File: src/rtl/mbm_pkg.sv
package mbm_pkg;

    typedef enum logic [2:0] {
        ST_IDLE,
        ST_ADDR,
        ST_LATCH,
        ST_SETUP,
        ST_STROBE,
        ST_RELEASE,
        ST_CLOSE
    } mbm_state_e;

    typedef struct packed {
        logic cs_n;
        logic rd_n;
        logic wr_n;
        logic oe;
        logic sel_wdata;
    } mbm_pins_t;

    localparam mbm_pins_t PINS_RESET = '{cs_n: 1'b1, rd_n: 1'b1, wr_n: 1'b1,
                                         oe: 1'b0, sel_wdata: 1'b0};

    // Number of cycles spent in a phase
    function automatic int unsigned phase_len(mbm_state_e s, int unsigned waits);
        case (s)
            ST_ADDR, ST_LATCH, ST_SETUP: return 1 + waits;
            ST_STROBE:                   return 2 + waits;
            default:                     return 1;
        endcase
    endfunction

    // Pin levels for a phase; is_wr selects write or read behaviour
    function automatic mbm_pins_t pins_for(mbm_state_e s, logic is_wr);
        mbm_pins_t p;
        p = PINS_RESET;
        case (s)
            ST_ADDR: begin
                p.oe = 1'b1;
            end
            ST_LATCH: begin
                p.cs_n = 1'b0;
                p.oe   = 1'b1;
            end
            ST_SETUP, ST_RELEASE: begin
                p.cs_n      = 1'b0;
                p.oe        = is_wr;
                p.sel_wdata = 1'b1;
            end
            ST_STROBE: begin
                p.cs_n      = 1'b0;
                p.rd_n      = is_wr;
                p.wr_n      = ~is_wr;
                p.oe        = is_wr;
                p.sel_wdata = 1'b1;
            end
            ST_CLOSE: begin
                p.oe        = is_wr;
                p.sel_wdata = 1'b1;
            end
            default: ;
        endcase
        return p;
    endfunction

endpackage

File: src/rtl/mbm_seq.sv
module mbm_seq
    import mbm_pkg::*;
#(
    parameter int unsigned WAIT_CYCLES = 0
) (
    input  logic      clk,
    input  logic      rst,
    input  logic      req_valid,
    input  logic      req_write,
    output logic      accept,
    output logic      idle,
    output mbm_pins_t pins_next,
    output mbm_pins_t pins_q,
    output logic      sample_en,
    output logic      done
);
    localparam int unsigned CW = $clog2(WAIT_CYCLES + 3);

    mbm_state_e    st_q, st_d;
    logic [CW-1:0] cnt_q;
    logic          wr_q, wr_d, last;

    assign idle   = (st_q == ST_IDLE);
    assign accept = idle && req_valid;
    assign last   = (cnt_q == '0);
    assign wr_d   = accept ? req_write : wr_q;

    always_comb begin
        st_d = st_q;
        case (st_q)
            ST_IDLE:    if (accept) st_d = ST_ADDR;
            ST_ADDR:    if (last)   st_d = ST_LATCH;
            ST_LATCH:   if (last)   st_d = ST_SETUP;
            ST_SETUP:   if (last)   st_d = ST_STROBE;
            ST_STROBE:  if (last)   st_d = ST_RELEASE;
            ST_RELEASE:             st_d = ST_CLOSE;
            ST_CLOSE:               st_d = ST_IDLE;
            default:                st_d = ST_IDLE;
        endcase
    end

    assign pins_next = pins_for(st_d, wr_d);
    assign sample_en = (st_q == ST_STROBE) && last && !wr_q;

    always_ff @(posedge clk) begin
        if (rst) begin
            st_q   <= ST_IDLE;
            cnt_q  <= '0;
            wr_q   <= 1'b0;
            pins_q <= PINS_RESET;
            done   <= 1'b0;
        end else begin
            st_q   <= st_d;
            wr_q   <= wr_d;
            pins_q <= pins_next;
            done   <= (st_d == ST_CLOSE);
            if (st_d != st_q)
                cnt_q <= CW'(phase_len(st_d, WAIT_CYCLES) - 1);
            else if (!last)
                cnt_q <= cnt_q - 1'b1;
        end
    end
endmodule

File: src/rtl/mbm_req_hold.sv
module mbm_req_hold #(
    parameter int unsigned BUS_W = 8
) (
    input  logic             clk,
    input  logic             rst,
    input  logic             capture,
    input  logic [BUS_W-1:0] addr,
    input  logic [BUS_W-1:0] wdata,
    output logic [BUS_W-1:0] addr_q,
    output logic [BUS_W-1:0] wdata_q
);
    always_ff @(posedge clk) begin
        if (rst) begin
            addr_q  <= '0;
            wdata_q <= '0;
        end else if (capture) begin
            addr_q  <= addr;
            wdata_q <= wdata;
        end
    end
endmodule

File: src/rtl/mbm_pad_drv.sv
module mbm_pad_drv #(
    parameter int unsigned BUS_W = 8
) (
    input  logic             clk,
    input  logic             rst,
    input  logic             load,
    input  logic [BUS_W-1:0] target,
    output logic [BUS_W-1:0] value
);
    // Each bit has its own enable; it flips only when it differs from target
    for (genvar b = 0; b < BUS_W; b++) begin : g_bit
        logic flip;
        assign flip = load && (value[b] != target[b]);
        always_ff @(posedge clk) begin
            if (rst)
                value[b] <= 1'b0;
            else if (flip)
                value[b] <= ~value[b];
        end
    end
endmodule

File: src/rtl/mux_bus_master.sv
module mux_bus_master
    import mbm_pkg::*;
#(
    parameter int unsigned BUS_W       = 8,
    parameter int unsigned WAIT_CYCLES = 0
) (
    input  logic             clk,
    input  logic             rst,
    input  logic             req_valid,
    input  logic             req_write,
    input  logic [BUS_W-1:0] req_addr,
    input  logic [BUS_W-1:0] req_wdata,
    output logic             req_ready,
    output logic [BUS_W-1:0] rsp_rdata,
    output logic             rsp_done,
    output logic             pad_oe,
    output logic [BUS_W-1:0] pad_out,
    input  logic [BUS_W-1:0] pad_in,
    output logic             pad_cs_n,
    output logic             pad_rd_n,
    output logic             pad_wr_n
);
    mbm_pins_t        pins_next, pins_q;
    logic             accept, idle, sample_en;
    logic [BUS_W-1:0] addr_q, wdata_q, target, rdata_q;

    mbm_seq #(.WAIT_CYCLES(WAIT_CYCLES)) u_seq (
        .clk       (clk),
        .rst       (rst),
        .req_valid (req_valid),
        .req_write (req_write),
        .accept    (accept),
        .idle      (idle),
        .pins_next (pins_next),
        .pins_q    (pins_q),
        .sample_en (sample_en),
        .done      (rsp_done)
    );

    mbm_req_hold #(.BUS_W(BUS_W)) u_hold (
        .clk     (clk),
        .rst     (rst),
        .capture (accept),
        .addr    (req_addr),
        .wdata   (req_wdata),
        .addr_q  (addr_q),
        .wdata_q (wdata_q)
    );

    // Address comes straight from the request in the first driven cycle
    assign target = accept ? req_addr : (pins_next.sel_wdata ? wdata_q : addr_q);

    mbm_pad_drv #(.BUS_W(BUS_W)) u_pad (
        .clk    (clk),
        .rst    (rst),
        .load   (pins_next.oe),
        .target (target),
        .value  (pad_out)
    );

    always_ff @(posedge clk) begin
        if (rst)
            rdata_q <= '0;
        else if (sample_en)
            rdata_q <= pad_in;
    end

    assign req_ready = idle;
    assign rsp_rdata = rdata_q;
    assign pad_oe    = pins_q.oe;
    assign pad_cs_n  = pins_q.cs_n;
    assign pad_rd_n  = pins_q.rd_n;
    assign pad_wr_n  = pins_q.wr_n;
endmodule

File: config.mk
export PLATFORM = sky130hd
export DESIGN_NAME = mux_bus_master
export DESIGN_NICKNAME = d
export VERILOG_FILES = /design/src/rtl/mbm_pkg.sv /design/src/rtl/mbm_seq.sv /design/src/rtl/mbm_req_hold.sv /design/src/rtl/mbm_pad_drv.sv /design/src/rtl/mux_bus_master.sv
export SDC_FILE = /design/constraint.sdc
export NUM_CORES = 1
export LEC_CHECK = 0
export ABC_AREA = 1
export BUFFER_PORTS_ARGS = -buffer_cell sky130_fd_sc_hd__buf_4
export CAP_MARGIN = 5
export CORE_UTILIZATION = 25
export CTS_CLUSTER_SIZE = 28
export DETAILED_ROUTE_END_ITERATION = 6
export PLACE_DENSITY = 0.42
export SYNTH_ARGS = -nofsm -noshare
export SYNTH_HDL_FRONTEND = slang
export SYNTH_SLANG_ARGS = --single-unit
File: constraint.sdc
create_clock -name clk -period 1.7 [get_ports clk]
set_input_delay 0.425 -clock clk [delete_from_list [all_inputs] [get_ports clk]]
set_output_delay 0.425 -clock clk [all_outputs]
set_load 0.005 [all_outputs]
**Word-level counts from Yosys, hierarchy flattened**

Cells that the tools add are included.

- Register bits: 43
- Bits of input ports: 28
- Logic and storage cells: 87
- Output and inout bits: 22

- Equal/unequal tests: 21
- Mux-type cells: 17
- Bitwise logic cells: 10
- $add $sub $neg: 2
- Reduce and logical (&&, ||, !) cells: 18

Operators with widths:

| operator | count |
|---|---|
| 3-bit one-hot mux with 6 select lines | 1 |
| 8-bit 2-to-1 mux | 2 |
| 3-bit == test, second input constant | 5 |
| 3-bit 2-to-1 mux | 5 |
| 3-bit by 2-bit == test with 1-bit output, second input constant | 4 |
| 1-bit logical AND | 11 |
| 2-bit 2-to-1 mux | 5 |
| 1-bit NOT | 10 |
| 1-bit != test | 8 |
| 4-bit OR reduction | 2 |
| 3-bit by 1-bit == test with 1-bit output, second input constant | 2 |
| 2-bit OR reduction | 2 |
| 2-bit by 1-bit subtractor with 2-bit output, second input constant | 2 |
| 3-bit logical NOT | 1 |
| 1-bit 2-to-1 mux | 3 |
| 3-bit != test | 1 |
| 2-bit logical NOT | 1 |
| 2-bit != test, second input constant | 1 |
| 1-bit one-hot mux with 2 select lines | 1 |
| 1-bit logical NOT | 1 |

**Logic depth before layout (Yosys ltp)**

Gate-level depths: netlist (run 1).

- Depth in word-level cells: 11
- Depth in mapped cells: 11
- Gate-level depth less buffers: 11

**Cells and area by module**

From an unflattened synthesis (run 1), not the netlist that was laid out.

- Cell total of the unflattened synthesis: 334
- Area, all modules: 2214.6 sq um

Modules (own cells, without submodules):

| module | area an instance (sq um) | sequential area each (sq um) | instances | cells an instance |
|---|---|---|---|---|
| mbm_req_hold | 670.6 | 320.3 | 1 | 101 |
| mbm_seq | 628.1 | 240.2 | 1 | 87 |
| mux_bus_master | 571.8 | 160.2 | 1 | 95 |
| mbm_pad_drv | 344.1 | 160.2 | 1 | 51 |

**Worst setup path after synthesis (run 1)**

Ideal clock, no wire load.

- Path type: flip-flop to flip-flop
- From: register u_seq.st_q[0]
- To: register u_pad.value[0]
- Setup time: 111 ps
- Clock period less this slack: 1402 ps
- Slack: 298 ps
- Cell stages (with the launch flop): 11
- Path buffers: 0
- Arrival time: 1290 ps
- Required time: 1589 ps
- Path through: dfxtp_1 nor2_2 nand3_4 clkinv_2 nand2_2 nand2_2 nand2_4 nand2_4 nand2_1 nor2_1 nor2_1

- Word-level cells in the longest chain between the ends: 11
- Elaborated cells on any way between the ends: 28
- Those cells by class: eq/ne: 12; mux: 11; reduce/logical: 5

RTL lines:

| element | RTL line | text |
|---|---|---|
| start: declaration | mbm_seq.sv:19 | `mbm_state_e st_q, st_d;` |
| start signal: assignment | mbm_seq.sv:53 | `st_q <= st_d;` |
| 3-bit logical NOT | mbm_seq.sv:23, mbm_seq.sv:30 |  |
| 1-bit logical AND | mbm_seq.sv:24 | `assign accept = idle && req_valid;` |
| 3-bit 2-to-1 mux | mbm_seq.sv:31 | `ST_IDLE: if (accept) st_d = ST_ADDR;` |
| 3-bit one-hot mux with 6 select lines | mbm_seq.sv:30 | `case (st_q)` |
| 3-bit by 2-bit == test with 1-bit output / 3-bit == test (equally long branches) | mbm_pkg.sv:37 | `case (s)` |
| 4-bit OR reduction (no source line) | n/a |  |
| 1-bit 2-to-1 mux | mbm_pkg.sv:37 |  |
| 8-bit 2-to-1 mux (2 in a row) | mux_bus_master.sv:51 | `assign target = accept ? req_addr : (pins_next.sel_wdata ? wdata_q : addr_q);` |
| 1-bit != test | mbm_pad_drv.sv:13 | `assign flip = load && (value[b] != target[b]);` |
| 1-bit logical AND (*) | mbm_pad_drv.sv:13 |  |
| end signal: indexed assignment | mbm_pad_drv.sv:18 | `value[b] <= ~value[b];` |
| end: declaration | mbm_pad_drv.sv:8 | `output logic [BUS_W-1:0] value` |

Mark *: on every way between the ends. The rest lies on a longest branch, timed or not.
A chain may end at the register's enable or synchronous reset.

**Final worst setup path (run 1)**

- From: register u_seq.st_q[0]
- To: register u_pad.value[5]

The elaborated chain is that of the path after synthesis.

==> out/results.ini, run 1 <==
[run_status]
outcome = complete, no violations

[synth]
syn_inst = 253
ys_warn_count = 0
ys_types = 21
syn_area_um2 = 1820
avgSynthCellArea_um2 = 7.196
synth_seq_area_share_pct = 47.29
syn_nets = 281
synth_seq_cells = 43

[clock_tree]
clockBufferDepth = 2
clock_sinks = 43
ctsHtreeMaxLevel = 2
cts_tree = built
clk_pin_slew_ns = 0.09
insertion_delay_ns = 0.30
cts_buffers = 5
clockRootBuffer = clkbuf_8

[power]
internal_power_mw = 2.116
ir_drop_v = 0.0003221
power.density_nw_per_um2 = 1365
seqPwrFrac_pct = 37.7
p_sw_share_pct = 37.65
p_clk_share_pct = 19.1
p_switching_mw = 1.277
pwr-share-comb_pct = 43.3
power.leakage_nw = 1.155

[grt]
overflow = 0
first_global_vias = 1633
grt_start_max_net_pins = 25
grt.total_usage_pct = 13.35
grt_antenna_before_repair = 0
grt_pass1_wl_um = 7769

[die]
core_area_um2 = 6907
start_util_pct = 26.36
core.rowCount = 30
die_x_um = 87.34
num_io_pins = 50
dieArea_um2 = 7627
die_y_um = 87.34

[sta]
max_slew_margin_pct = 77.99
tightest_slew_ns = 0.3298
tns_ns = 0
post-route-min-period_ns = 1.520
hold_ws_ns = 0.3533
finalClockSkew_ns = 0.009817
max_freq_mhz = 658.0
rsz0062_at_grt = false
finalSetupViolCount = 0
period_share_pct = 89.40
finalMaxSlewViolations = 0
hold_viol = 0

[placement]
port_buffers = 49
place.gp.congestion = 0.8155
dpl.cell_count = 401
place_hpwl_um = 3408

[worst_hold_path]
worstHoldPathType = in -> reg

[critical_path]
start_kind = register
cp_max_fo = 7
cp-end-kind = register
reg2reg_to = u_pad.value[5]$_SDFFE_PP0P_
rrSetupSlack_ns = 0.18
critPathArrivalTime_ns = 1.72
critPathKind = reg -> reg
cp.required_ns = 1.90
r2r_start = u_seq.st_q[0]$_SDFF_PP0_
setup.worst_path.end = u_pad.value[5]$_SDFFE_PP0P_
cp-startpoint = u_seq.st_q[0]$_SDFF_PP0_
reg2reg_depth = 9

[finish]
fin_nets = 340
instances_no_fill = 409
area_growth_pct = 36.56
drive_gt1_share_pct = 28.12
fillers = 773
antennaDiodeCount = 0
postLayoutCoreUtil_pct = 36.00

[route]
vias_per_cell = 4.147
vias = 1696
wl_um = 4625
drt_iter0_drc = 84
firstDrtPassIters = 6
drc = 0
postRouteAntennaNets = 0
avgRoutedWirePerCell_um = 11.31

[flow_run]
drv_cap = 0

[flip-flops by register name, indices dropped and copies added (netlist names)]
signal,cells
rsp_rdata,8
u_hold.addr_q,8
u_hold.wdata_q,8
u_pad.value,8
u_seq.cnt_q,2
u_seq.done,1
u_seq.pins_q,4
u_seq.st_q,3
u_seq.wr_q,1
[layer usage]
layer | vias to the layer above | GRT usage [%] | share of wire (%)
met1 | 735 | 18.58 | 52
met5 | - | 0 | 0
met4 | 0 | 5.365 | 1.7
met3 | 6 | 2.749 | 3.3
met2 | 31 | 20.03 | 43
li1 | 924 | - | -
[critical path: stages, from the launching register on]
cell and delay [ns]:
dfxtp_2 0.37, nand2_1 0.07, clkinv_1 0.10, nand3_2 0.12
nand4_2 0.18, buf_4 0.22, nor2_1 0.08, nor2_1 0.05
nor2_1 0.17, nor2_1 0.05
[power groups by stage]
stage / Clock (mW) / Combinational, mW / Sequential [mW]
floorplan: 0 / 0.888 / 1.29
detailed placement: 0 / 1.47 / 1.30
global placement: 0 / 1.47 / 1.30
CTS: 0.680 / 1.47 / 1.28
global route: 0.717 / 1.68 / 1.30
finish: 0.647 / 1.47 / 1.28
[final cells by class]
| class | instances | area (µm²) | share of cell area (%) |
|---|---|---|---|
| clock buffer | 6 | 72.57 | 2.919 |
| clock inverter | 2 | 12.51 | 0.5033 |
| inverter | 13 | 50.05 | 2.013 |
| multi-input combinational | 190 | 899.6 | 36.19 |
| sequential | 43 | 863.3 | 34.73 |
| tap | 96 | 120.1 | 4.831 |
| timing repair buffer | 59 | 467.9 | 18.82 |
[synth_stat cells]
library cell / number / area [µm²]
clkbuf_1: 5 / 18.77
nand3b_1: 8 / 60.06
dfxtp_1: 43 / 860.8
clkinv_1: 1 / 3.750
nand2_4: 3 / 33.78
nand3_2: 2 / 20.02
o21ai_0: 18 / 90.09
nor2_4: 2 / 22.52
a21oi_1: 20 / 100.1
buf_2: 1 / 5.000
inv_2: 2 / 7.510
nand3_1: 7 / 35.03
inv_1: 9 / 33.78
nor2_1: 57 / 214.0
buf_1: 1 / 3.750
nand4_2: 1 / 12.51
nor2_2: 1 / 6.260
nand3_4: 1 / 17.52
nand2_1: 67 / 251.5
nand2_2: 3 / 18.77
clkinv_2: 1 / 5.000
[metrics by stage]
| step | power (mW) | setup WS [ns] | area [µm²] |
|---|---|---|---|
| floorplan | 2.179 | 0.2981 | 1821 |
| global placement | 2.774 | 0.05731 | 2381 |
| detailed placement | 2.764 | 0.07239 | 2381 |
| CTS | 3.426 | 0.05664 | 2466 |
| global route | 3.698 | 0.03947 | 2486 |
| finish | 3.393 | 0.1803 | 2486 |
[cells in the final DEF, fill, tap and decap left out, types with 2 or more instances in the layout]
cell type	n
a21oi_1	20
buf_12	2
buf_4	57
clkbuf_8	5
clkinv_2	2
dfxtp_1	41
dfxtp_2	2
inv_1	9
inv_2	2
nand2_1	66
nand2_2	4
nand2_4	3
nand3_1	6
nand3_2	3
nand3b_1	8
nor2_1	55
nor2_2	2
nor2_4	3
o21ai_0	18
[worst min-delay path by stage]
stage                     cells past startpoint  slack [ns]                            from                              to
after floorplan                               2        0.44  u_hold.wdata_q[0]$_SDFFE_PP0P_  u_hold.wdata_q[0]$_SDFFE_PP0P_
after global placement                        2        0.46   u_hold.addr_q[4]$_SDFFE_PP0P_   u_hold.addr_q[4]$_SDFFE_PP0P_
after detailed placement                      2        0.46   u_hold.addr_q[5]$_SDFFE_PP0P_   u_hold.addr_q[5]$_SDFFE_PP0P_
after CTS                                     3        0.35                       pad_in[7]       rsp_rdata[7]$_SDFFE_PP0P_
after global routing                          3        0.36                       pad_in[6]       rsp_rdata[6]$_SDFFE_PP0P_
final                                         3        0.35                       pad_in[7]       rsp_rdata[7]$_SDFFE_PP0P_
[kinds of logic (layout without fill, tap and decap cells)]
group                  count (synthesis)  after routing  share of synthesized area, %
AOI/OAI and AO/OA                     38             38                         10.45
DFF                                   43             43                         47.29
and+or+nand+nor                      152            152                         38.01
buffers and inverters                 20             80                         4.260
[timing repair]
action / CTS / global route
hold buffers: 0 / 0
endpoints found under the hold margin: 0 / 0
setup buffers: 0 / 0
endpoints found under the setup margin: 0 / 9
gates resized for setup: 0 / 7
Power figures use the tool's default switching activity.
==> inputs of run 2 (changes only) <==
==> constraint.sdc (replaced) <==
create_clock -name clk -period 1.95 [get_ports clk]
set_input_delay 0.4875 -clock clk [delete_from_list [all_inputs] [get_ports clk]]
set_output_delay 0.4875 -clock clk [all_outputs]
set_load 0.005 [all_outputs]
==> run 2 against run 1 <==
Effect of this change: cell area is 2.6% lower; combinational power is 22% lower; via count is 0.41% higher; power is 14% lower; fmax down 9.1%; die area unchanged; register-to-register slack gained 0.097 ns; sequential power fell by 13%; critical path depth fell by 1.
==> out/results.ini, run 2 (synthesized netlist as in run 1, its figures left out) <==
[sta]
finalSetupViolCount = 0  ; unchanged
post-route-min-period_ns = 1.673  ; +0.1529 ns
finalClockSkew_ns = 0.004789  ; -0.005028 ns
rsz0062_at_grt = false
tightest_slew_ns = 0.3896  ; +0.05979 ns
tns_ns = 0  ; unchanged
hold_viol = 0  ; unchanged
period_share_pct = 85.77  ; -3.6 points
max_freq_mhz = 597.9  ; -9.1%
max_slew_margin_pct = 74.00  ; -4.0 points
finalMaxSlewViolations = 0  ; unchanged

[placement]
dpl.cell_count = 396  ; -1.2%
place_hpwl_um = 3396  ; -0.35%
place.gp.congestion = 0.8329  ; +2.1%
port_buffers = 49  ; unchanged

[grt]
overflow = 0  ; unchanged
grt_start_max_net_pins = 25  ; unchanged
grt_pass1_wl_um = 7983  ; +2.8%
grt.total_usage_pct = 13.59  ; +0.23 points
grt_antenna_before_repair = 0  ; unchanged
first_global_vias = 1583  ; -3.1%

[finish]
area_growth_pct = 33.06
multi_input_area_um2 = 882.1  ; -1.9%
layout_commonest_cell = nand2_1
register_area_um2 = 860.8  ; -0.29%
fin_nets = 335  ; -1.5%
drive_gt1_share_pct = 25.32  ; -2.8 points
layout_common_cells = 67 x nand2_1, 57 x nor2_1, 54 x buf_4, 43 x dfxtp_1, 20 x a21oi_1
instances_no_fill = 404  ; -1.2%
antennaDiodeCount = 0  ; unchanged
fillers = 808  ; +4.5%

[die]
die_y_um = 87.34  ; unchanged
start_util_pct = 26.36  ; unchanged
dieArea_um2 = 7627  ; unchanged
die_x_um = 87.34  ; unchanged
core.rowCount = 30  ; unchanged
core_area_um2 = 6907  ; unchanged
num_io_pins = 50  ; unchanged

[critical_path]
rrSetupSlack_ns = 0.28  ; +0.10 ns
reg2reg_to = u_pad.value[7]$_SDFFE_PP0P_
critPathArrivalTime_ns = 1.87  ; +0.15 ns
cp_max_fo = 10  ; +3
r2r_start = u_seq.st_q[0]$_SDFF_PP0_
critPathKind = reg -> reg
cp-end-kind = register
cp.required_ns = 2.15  ; +0.25 ns
start_kind = register
reg2reg_depth = 8  ; -1

[route]
wl_um = 4789  ; +3.5%
drt_iter0_drc = 69  ; -18%
vias = 1703  ; +0.41%
drc = 0  ; unchanged
firstDrtPassIters = 5  ; -1
postRouteAntennaNets = 0  ; unchanged
avgRoutedWirePerCell_um = 11.85  ; +4.8%
vias_per_cell = 4.215  ; +1.7%

[clock_tree]
clock_sinks = 43  ; unchanged
cts_tree = built
postCtsHoldBufs = 0  ; unchanged
ctsHtreeMaxLevel = 2  ; unchanged
clk_pin_slew_ns = 0.08  ; about the same
clockRootBuffer = clkbuf_8
cts_resized = 0  ; unchanged
postCtsSetupBuffers = 0  ; unchanged
clockBufferDepth = 2  ; unchanged
cts_buffers = 5  ; unchanged
insertion_delay_ns = 0.29  ; about the same

[worst_hold_path]
min-delay-start = pad_in[7]
whs_endpoint = rsp_rdata[7]$_SDFFE_PP0P_
whs_path_depth = 3  ; unchanged
worstHoldPathType = in -> reg

[power]
power_mw = 2.901  ; -14%
power.density_nw_per_um2 = 1198  ; -12%
power.leakage_nw = 1.126  ; -2.5%
ir_drop_v = 0.0003793  ; +18%

[run_status]
outcome = complete, no violations

[flow_run]
drv_cap = 0  ; unchanged

-- run 2: cell count changes in the layout (fill, tap and decap cells not counted), sizes merged --
cell	delta
clkinv	-1
buf	-5
clkbuf	+1
-- run 2: how the worst max path moves through the flow --
stage | startpoint | to | slack, ns
after floorplan | u_seq.st_q[0]$_SDFF_PP0_ | u_pad.value[0]$_SDFFE_PP0P_ | 0.55
after CTS | u_seq.st_q[0]$_SDFF_PP0_ | req_ready | 0.27
after global routing | u_seq.st_q[0]$_SDFF_PP0_ | u_pad.value[3]$_SDFFE_PP0P_ | 0.13
final | u_seq.st_q[0]$_SDFF_PP0_ | u_pad.value[7]$_SDFFE_PP0P_ | 0.28
after global placement | u_seq.st_q[0]$_SDFF_PP0_ | u_pad.value[1]$_SDFFE_PP0P_ | 0.30
after detailed placement | u_seq.st_q[0]$_SDFF_PP0_ | u_pad.value[3]$_SDFFE_PP0P_ | 0.28
-- run 2: layer usage --
metal / part of all wire, % / up-vias / GRT usage (%) / wire length (µm)
met4: 1.1 / 0 / 4.918 / 55
met2: 41 / 40 / 18.89 / 1967
met1: 53 / 748 / 20.58 / 2533
met5: 0 / - / 0 / 0
li1: - / 910 / - / -
met3: 4.8 / 5 / 2.370 / 232
-- run 2: metrics by stage --
step	utilization, %	worst slack [ns]	instance area (µm²)	hold WS [ns]
2_1_floorplan	-	0.5481	1821	0.4422
3_3_place_gp	33.57	0.2963	2318	0.4544
3_5_place_dp	33.57	0.2789	2318	0.4606
4_1_cts	35.07	0.2671	2422	0.4050
5_1_grt	35.07	0.1342	2422	0.4096
6_report	35.07	0.2774	2422	0.4131
-- run 2: worst max-delay path, cell delays in order, from the launching register on --
cell	delay (ns)
dfxtp_1	0.38
nor2_2	0.27
nand3_2	0.14
nand4_2	0.28
nand2_4	0.16
nand2_4	0.14
nand2_1	0.06
nor2_1	0.09
nor2_1	0.04
-- run 2: power breakdown --
part           total (mW)  switching, mW  internal [mW]
clock               0.636          0.314          0.323
sequential           1.12         0.0879           1.03
combinational        1.15          0.681          0.467
-- run 2: layout make-up --
class	instances	share of cell area (%)
clock buffer	7	3.977
clock inverter	1	0.3099
inverter	13	2.066
multi-input combinational	190	36.42
sequential	43	35.54
tap	96	4.959
timing repair buffer	54	16.74
